<file path="src/rtl/fdma_arb_pkg.sv">
package fdma_arb_pkg;

    // The round-robin stage is a two-entry pointer, so the port count is fixed here.
    localparam int unsigned NUM_PORT = 2;
    localparam int unsigned NUM_EXT  = NUM_PORT;

    typedef enum logic [0:0] {
        PS_IDLE  = 1'b0,
        PS_OWNED = 1'b1
    } port_state_e;

    typedef enum logic [0:0] {
        RR_PORT0 = 1'b0,
        RR_PORT1 = 1'b1
    } rr_state_e;

endpackage

</file>
<file path="src/rtl/fdma_arb_map.sv">
module fdma_arb_map
    import fdma_arb_pkg::*;
#(
    parameter int unsigned NUM_INJ = 6,
    localparam int unsigned NUM_CH = NUM_INJ + NUM_EXT
) (
    input  logic [NUM_INJ-1:0]         sel_q,
    output logic [NUM_PORT*NUM_CH-1:0] route
);

    // route[p*NUM_CH + c] is set when channel c competes on port p.
    for (genvar p = 0; p < NUM_PORT; p++) begin : g_port
        for (genvar c = 0; c < NUM_CH; c++) begin : g_ch
            if (c < NUM_INJ) begin : g_inj
                // Injection channel: follows its own port-select bit.
                assign route[p*NUM_CH + c] = (sel_q[c] == 1'(p));
            end else begin : g_ext
                // Extraction channel: tied to the port with the same offset.
                assign route[p*NUM_CH + c] = ((c - NUM_INJ) == p);
            end
        end
    end

endmodule

</file>
<file path="src/rtl/fdma_arb_port.sv">
module fdma_arb_port
    import fdma_arb_pkg::*;
#(
    parameter int unsigned NUM_CH = 8,
    localparam int unsigned CH_W  = $clog2(NUM_CH)
) (
    input  logic              clk,
    input  logic              rst_n,
    input  logic [NUM_CH-1:0] elig,
    input  logic [NUM_CH-1:0] req,
    input  logic [NUM_CH-1:0] sof,
    input  logic [NUM_CH-1:0] eof,
    input  logic              win,
    output logic              cand_vld,
    output logic [CH_W-1:0]   cand_ch,
    output logic [NUM_CH-1:0] owner_mask
);

    port_state_e     st_q, st_d;
    logic [CH_W-1:0] own_q, own_d;

    // Extraction channels sit at the top indices, so "highest set index"
    // means extraction first, then the higher number within each kind.
    function automatic logic [CH_W-1:0] top_pick(input logic [NUM_CH-1:0] v);
        logic [CH_W-1:0] r;
        r = '0;
        for (int c = 0; c < NUM_CH; c++) begin
            if (v[c]) r = CH_W'(c);
        end
        return r;
    endfunction

    always_ff @(posedge clk or negedge rst_n) begin
        if (!rst_n) begin
            st_q  <= PS_IDLE;
            own_q <= '0;
        end else begin
            st_q  <= st_d;
            own_q <= own_d;
        end
    end

    always_comb begin
        st_d  = st_q;
        own_d = own_q;
        unique case (st_q)
            PS_IDLE: begin
                if (win && sof[cand_ch] && !eof[cand_ch]) begin
                    st_d  = PS_OWNED;
                    own_d = cand_ch;
                end
            end
            PS_OWNED: begin
                if (win && eof[own_q]) begin
                    st_d = PS_IDLE;
                end
            end
            default: st_d = PS_IDLE;
        endcase
    end

    always_comb begin
        cand_vld   = 1'b0;
        cand_ch    = '0;
        owner_mask = '0;
        unique case (st_q)
            PS_IDLE: begin
                cand_vld = |elig;
                cand_ch  = top_pick(elig);
            end
            PS_OWNED: begin
                cand_vld          = req[own_q];
                cand_ch           = own_q;
                owner_mask[own_q] = 1'b1;
            end
            default: begin
                cand_vld = 1'b0;
            end
        endcase
    end

endmodule

</file>
<file path="src/rtl/fdma_arb_rr.sv">
module fdma_arb_rr
    import fdma_arb_pkg::*;
(
    input  logic                clk,
    input  logic                rst_n,
    input  logic [NUM_PORT-1:0] want,
    output logic [NUM_PORT-1:0] win,
    output logic                any_win
);

    rr_state_e ptr_q, ptr_d;

    always_ff @(posedge clk or negedge rst_n) begin
        if (!rst_n) begin
            ptr_q <= RR_PORT0;
        end else begin
            ptr_q <= ptr_d;
        end
    end

    // Next state: after a granted beat, point at the port that lost.
    always_comb begin
        ptr_d = ptr_q;
        if (any_win) begin
            ptr_d = win[0] ? RR_PORT1 : RR_PORT0;
        end
    end

    // Outputs: the pointed-at port wins if it wants; otherwise the other one.
    always_comb begin
        win = '0;
        unique case (ptr_q)
            RR_PORT0: begin
                win[0] = want[0];
                win[1] = want[1] && !want[0];
            end
            RR_PORT1: begin
                win[1] = want[1];
                win[0] = want[0] && !want[1];
            end
            default: win = '0;
        endcase
        any_win = |win;
    end

endmodule

</file>
<file path="src/rtl/fdma_chan_arb.sv">
module fdma_chan_arb
    import fdma_arb_pkg::*;
#(
    parameter int unsigned NUM_INJ = 6,
    localparam int unsigned NUM_CH = NUM_INJ + NUM_EXT,
    localparam int unsigned CH_W   = $clog2(NUM_CH)
) (
    input  logic                         clk,
    input  logic                         rst_n,
    input  logic [NUM_CH-1:0]            ch_en,
    input  logic [NUM_CH-1:0]            ch_req,
    input  logic [NUM_CH-1:0]            ch_sof,
    input  logic [NUM_CH-1:0]            ch_eof,
    input  logic [NUM_INJ-1:0]           inj_port_sel,
    input  logic [NUM_PORT-1:0]          port_rdy,
    output logic [NUM_PORT*NUM_CH-1:0]   port_gnt,
    output logic                         gnt_vld,
    output logic [CH_W-1:0]              gnt_ch,
    output logic                         gnt_port,
    output logic                         gnt_ext
);

    logic [NUM_CH-1:0]                en_q;
    logic [NUM_INJ-1:0]               sel_q;
    logic [NUM_PORT*NUM_CH-1:0]       route;
    logic [NUM_PORT-1:0][NUM_CH-1:0]  own_mask;
    logic [NUM_PORT-1:0][CH_W-1:0]    cand_ch;
    logic [NUM_PORT-1:0]              cand_vld;
    logic [NUM_PORT-1:0]              want;
    logic [NUM_PORT-1:0]              win;
    logic                             any_win;
    logic [NUM_CH-1:0]                busy;

    // Configuration is sampled, so changes apply from the following cycle.
    always_ff @(posedge clk or negedge rst_n) begin
        if (!rst_n) begin
            en_q  <= '0;
            sel_q <= '0;
        end else begin
            en_q  <= ch_en;
            sel_q <= inj_port_sel;
        end
    end

    fdma_arb_map #(.NUM_INJ(NUM_INJ)) u_map (
        .sel_q (sel_q),
        .route (route)
    );

    // A channel that owns a port is never offered on another port.
    always_comb begin
        busy = '0;
        for (int p = 0; p < NUM_PORT; p++) begin
            busy |= own_mask[p];
        end
    end

    for (genvar p = 0; p < NUM_PORT; p++) begin : g_port
        logic [NUM_CH-1:0] elig;
        assign elig = en_q & ch_req & route[p*NUM_CH +: NUM_CH] & ~busy;

        fdma_arb_port #(.NUM_CH(NUM_CH)) u_port (
            .clk        (clk),
            .rst_n      (rst_n),
            .elig       (elig),
            .req        (ch_req),
            .sof        (ch_sof),
            .eof        (ch_eof),
            .win        (win[p]),
            .cand_vld   (cand_vld[p]),
            .cand_ch    (cand_ch[p]),
            .owner_mask (own_mask[p])
        );

        assign want[p] = cand_vld[p] && port_rdy[p];
        assign port_gnt[p*NUM_CH +: NUM_CH] =
            win[p] ? (NUM_CH'(1) << cand_ch[p]) : '0;
    end

    fdma_arb_rr u_rr (
        .clk     (clk),
        .rst_n   (rst_n),
        .want    (want),
        .win     (win),
        .any_win (any_win)
    );

    assign gnt_vld  = any_win;
    assign gnt_port = win[1];
    assign gnt_ch   = win[1] ? cand_ch[1] : cand_ch[0];
    assign gnt_ext  = any_win && (gnt_ch >= CH_W'(NUM_INJ));

endmodule

</file>
<file path="config.mk">
export PLATFORM = sky130hd
export DESIGN_NAME = fdma_chan_arb
export DESIGN_NICKNAME = d
export VERILOG_FILES = /design/src/rtl/fdma_arb_pkg.sv /design/src/rtl/fdma_arb_map.sv /design/src/rtl/fdma_arb_port.sv /design/src/rtl/fdma_arb_rr.sv /design/src/rtl/fdma_chan_arb.sv
export SDC_FILE = /design/constraint.sdc
export NUM_CORES = 1
export LEC_CHECK = 0
export ABC_AREA = 1
export BUFFER_PORTS_ARGS = -buffer_cell sky130_fd_sc_hd__buf_4
export CORE_MARGIN = 1.5
export CORE_UTILIZATION = 45
export CTS_CLUSTER_SIZE = 24
export DETAILED_ROUTE_END_ITERATION = 16
export PLACE_DENSITY = 0.73
export SYNTH_ARGS = -nofsm -noshare
export SYNTH_HDL_FRONTEND = slang
export SYNTH_SLANG_ARGS = --single-unit
</file>
<file path="constraint.sdc">
create_clock -name clk -period 2.1 [get_ports clk]
set_clock_uncertainty 0.15 [all_clocks]
set_input_delay 0.42 -clock clk [delete_from_list [all_inputs] [get_ports clk]]
set_output_delay 0.42 -clock clk [all_outputs]
set_load 0.05 [all_outputs]
</file>
==> impl_metrics.tcl <==
set metrics [dict create \
    outcome "complete, but fails checks" \
    violations "setup timing" \
    rsz0062_at_grt "true" \
    r2r_setup_slack_ns -0.93 \
    grt_pass1_wl_um 12150 \
    area_delta_synth_final_pct 98.31 \
    nets 516 \
    num_io_pins 64 \
    fin_util 0.9430 \
    n_fill_cell 119 \
    r2r_cells 22 \
    drive_gt1_frac 0.5751 \
    die-height_um 68.48 \
    core.rowCount 23 \
    drt-initial-drc-count 580 \
    p_total_mw 5.712 \
    holdWs_ns 0.08553 \
    clkLatencyLatePin_ns 0.28 \
    fmax_mhz 310.5 \
    synth_async_sr_flop_share 1.000 \
    crit_path_max_fanout 6 \
    p_sw_mw 3.149 \
    synth-main-ff-cell "dfrtp_1" \
    end_kind "output pin" \
    cp_data_required_time_ns 1.53 \
    synth_cells 322 \
    syn_avg_cell_area_sq_um 5.992 \
    dieArea_sq_um 4690 \
    p_int_mw 2.563 \
    timing.critical_path.from "g_port[0].u_port.own_q[1]" \
    yosysWarnings 0 \
    reg2reg_from "g_port[1].u_port.own_q[2]" \
    finalCriticalPeriod_ns 3.221 \
    path_cells "nor2_4 > nand2_1 > nand4_1 > buf_4 > o21bai_1 > nor2_1 > nand2_1 > and3_4 > nand2_8 > inv_12 > nand2_8 > o21ai_4 > nand2_2 > nor2_4 > buf_8" \
    syn_area_sq_um 1929 \
    root_buffer "clkbuf_8" \
    r2r-end "g_port[0].u_port.own_q[0]" \
    cellLeakagePower_nw 1.951 \
    report.final.slew_viol_count 0 \
    routed_wl_um 11790 \
    hpwl_um 5678 \
    worst_slew_pin_slew_ns 0.3353 \
    vias 3303 \
    finalCritPeriodShare 1.534 \
    cts_tree "yes" \
    gr-total-overflow 0 \
    maxCapViolCount 0 \
    power_frac_seq 0.129 \
    final_cell_mix "buf_4 (113), nand2_1 (69), inv_1 (35)" \
    routed_via_density 6.315 \
    grt_max_degree 24 \
    clkTransAtPathRegs_ns 0.09 \
    setup_ws_ns -1.121 \
    powerDensity_nw_per_um2 1493 \
    setup_tns_ns -29.12 \
    hold_violations 0 \
    synth-seq-area-share 0.2983 \
    diodes 0 \
    swShare 0.5513 \
    first_pass_iters 9 \
    cts_buffers 3 \
    startpoint_type "flip-flop" \
    p_comb_frac 0.818 \
    h-tree-depth 1 \
    crit_type "flip-flop to output pin" \
    final_common_cell "buf_4" \
    avgRoutedWirePerCell_um 22.54 \
    pwr-share-clk 0.053 \
    clockBufferDepth 2 \
    cpMaxStageDelayCell "dfrtp_2" \
    grt_usage 0.3527 \
    hold_end "en_q[6]" \
    io_buffers 63 \
    start_util 0.4755 \
    synth_edf_count 0 \
    ant_nets 0 \
    synth_seq_cells 23 \
    gp_congestion 1.000 \
    hp-class "primary input to flip-flop" \
    cts.sinks 23 \
    relSlewSlack 0.7765 \
    min_path_cells 1 \
    worstPathArrival_ns 2.65 \
    synthesis.nets 364 \
    hold_path_startpoint "ch_en[6]" \
    fp.dieW_um 68.48 \
    setup_violations 31 \
    synth_cell_type_count 28 \
    peakVddDrop_uv 1154 \
    drc 0 \
    grt_pass1_vias 2580 \
    slowest_delay_ns 0.54 \
    antenna_found_initial 0 \
    core_sq_um 4058 \
]
metal layers:
metal	wire [um]	up-vias	track usage	share of wire
li1	-	1316	-	-
met1	3768	1485	0.4462	0.32
met2	5441	372	0.5841	0.46
met3	1603	130	0.07072	0.14
met4	979	0	0.1400	0.083
met5	0	-	0	0
worst max path at each step:
stage	end	slack (ns)	depth (start not counted)
floorplan	gnt_ext	-0.65	14
global placement	port_gnt[10]	-0.64	16
detailed placement	port_gnt[4]	-0.66	15
CTS	gnt_ext	-0.75	15
global route	gnt_ext	-1.21	17
finish	gnt_ext	-1.12	15
per-stage QoR:
stage / setup WS [ns] / cell area, sq um / cells
floorplan: -0.6550 / 2128 / 322
global placement: -0.6396 / 3122 / 494
detailed placement: -0.6568 / 3122 / 494
CTS: -0.7522 / 3510 / 510
global route: -1.210 / 3826 / 523
finish: -1.121 / 3826 / 523
cell type report:
type,instances,area [sq um],share of cell area
multi-input combinational,246,1607,0.4199
sequential,23,583.1,0.1524
inverter,50,210.2,0.05494
timing repair buffer,150,1315,0.3437
clock buffer,3,41.29,0.01079
clock inverter,1,7.507,0.001962
tap,50,62.56,0.01635
cell families (layout without fill, tap and decap cells):
| logic type | count (synthesis) | count (layout) | share of synthesized area |
|---|---|---|---|
| simple gates | 205 | 205 | 0.4708 |
| flops | 23 | 23 | 0.2983 |
| buf+inv | 53 | 204 | 0.1064 |
| compound gates | 41 | 41 | 0.1245 |
worst max-delay path: cells and delay by family (launching register included):
family	cells	cell delay [ns]
compound gates	2	0.24
simple gates	10	1.16
buf+inv	3	0.42
flops	1	0.54
power groups by stage:
| stage | Combinational, mW | Sequential [mW] | Clock (mW) |
|---|---|---|---|
| floorplan | 1.99 | 0.640 | 0 |
| global placement | 3.19 | 0.662 | 0 |
| detailed placement | 3.25 | 0.664 | 0 |
| CTS | 3.75 | 0.670 | 0.303 |
| global route | 4.87 | 0.734 | 0.313 |
| finish | 4.67 | 0.735 | 0.302 |
synthesized netlist by cell type (3+ instances only):
master	number	area, sq um
nand3_2	5	50.05
inv_2	4	15.01
dfrtp_1	23	575.6
nand3_1	22	110.1
o21ai_0	14	70.07
a21oi_1	13	65.06
o21ai_1	3	15.01
inv_1	45	168.9
nand2_2	11	68.82
nor2_2	5	31.28
o211ai_1	5	37.54
nor2_1	51	191.4
nand2_1	101	379.1
state kept, by name, summed over array words and instances, names as in the netlist:
| name | flops |
|---|---|
| en_q | 8 |
| u_rr.ptr_q | 1 |
| g_port.u_port.own_q | 6 |
| sel_q | 6 |
| g_port.u_port.st_q | 2 |
timing repair:
action / in CTS / in global routing
endpoints found under the hold margin: 23 / 0
endpoints found under the setup margin: 30 / 31
setup buffers: 11 / 14
resized for setup: 70 / 62
hold buffers: 1 / 0
pin swaps: 24 / 19
Note: power is estimated with default switching activity, not from simulation.
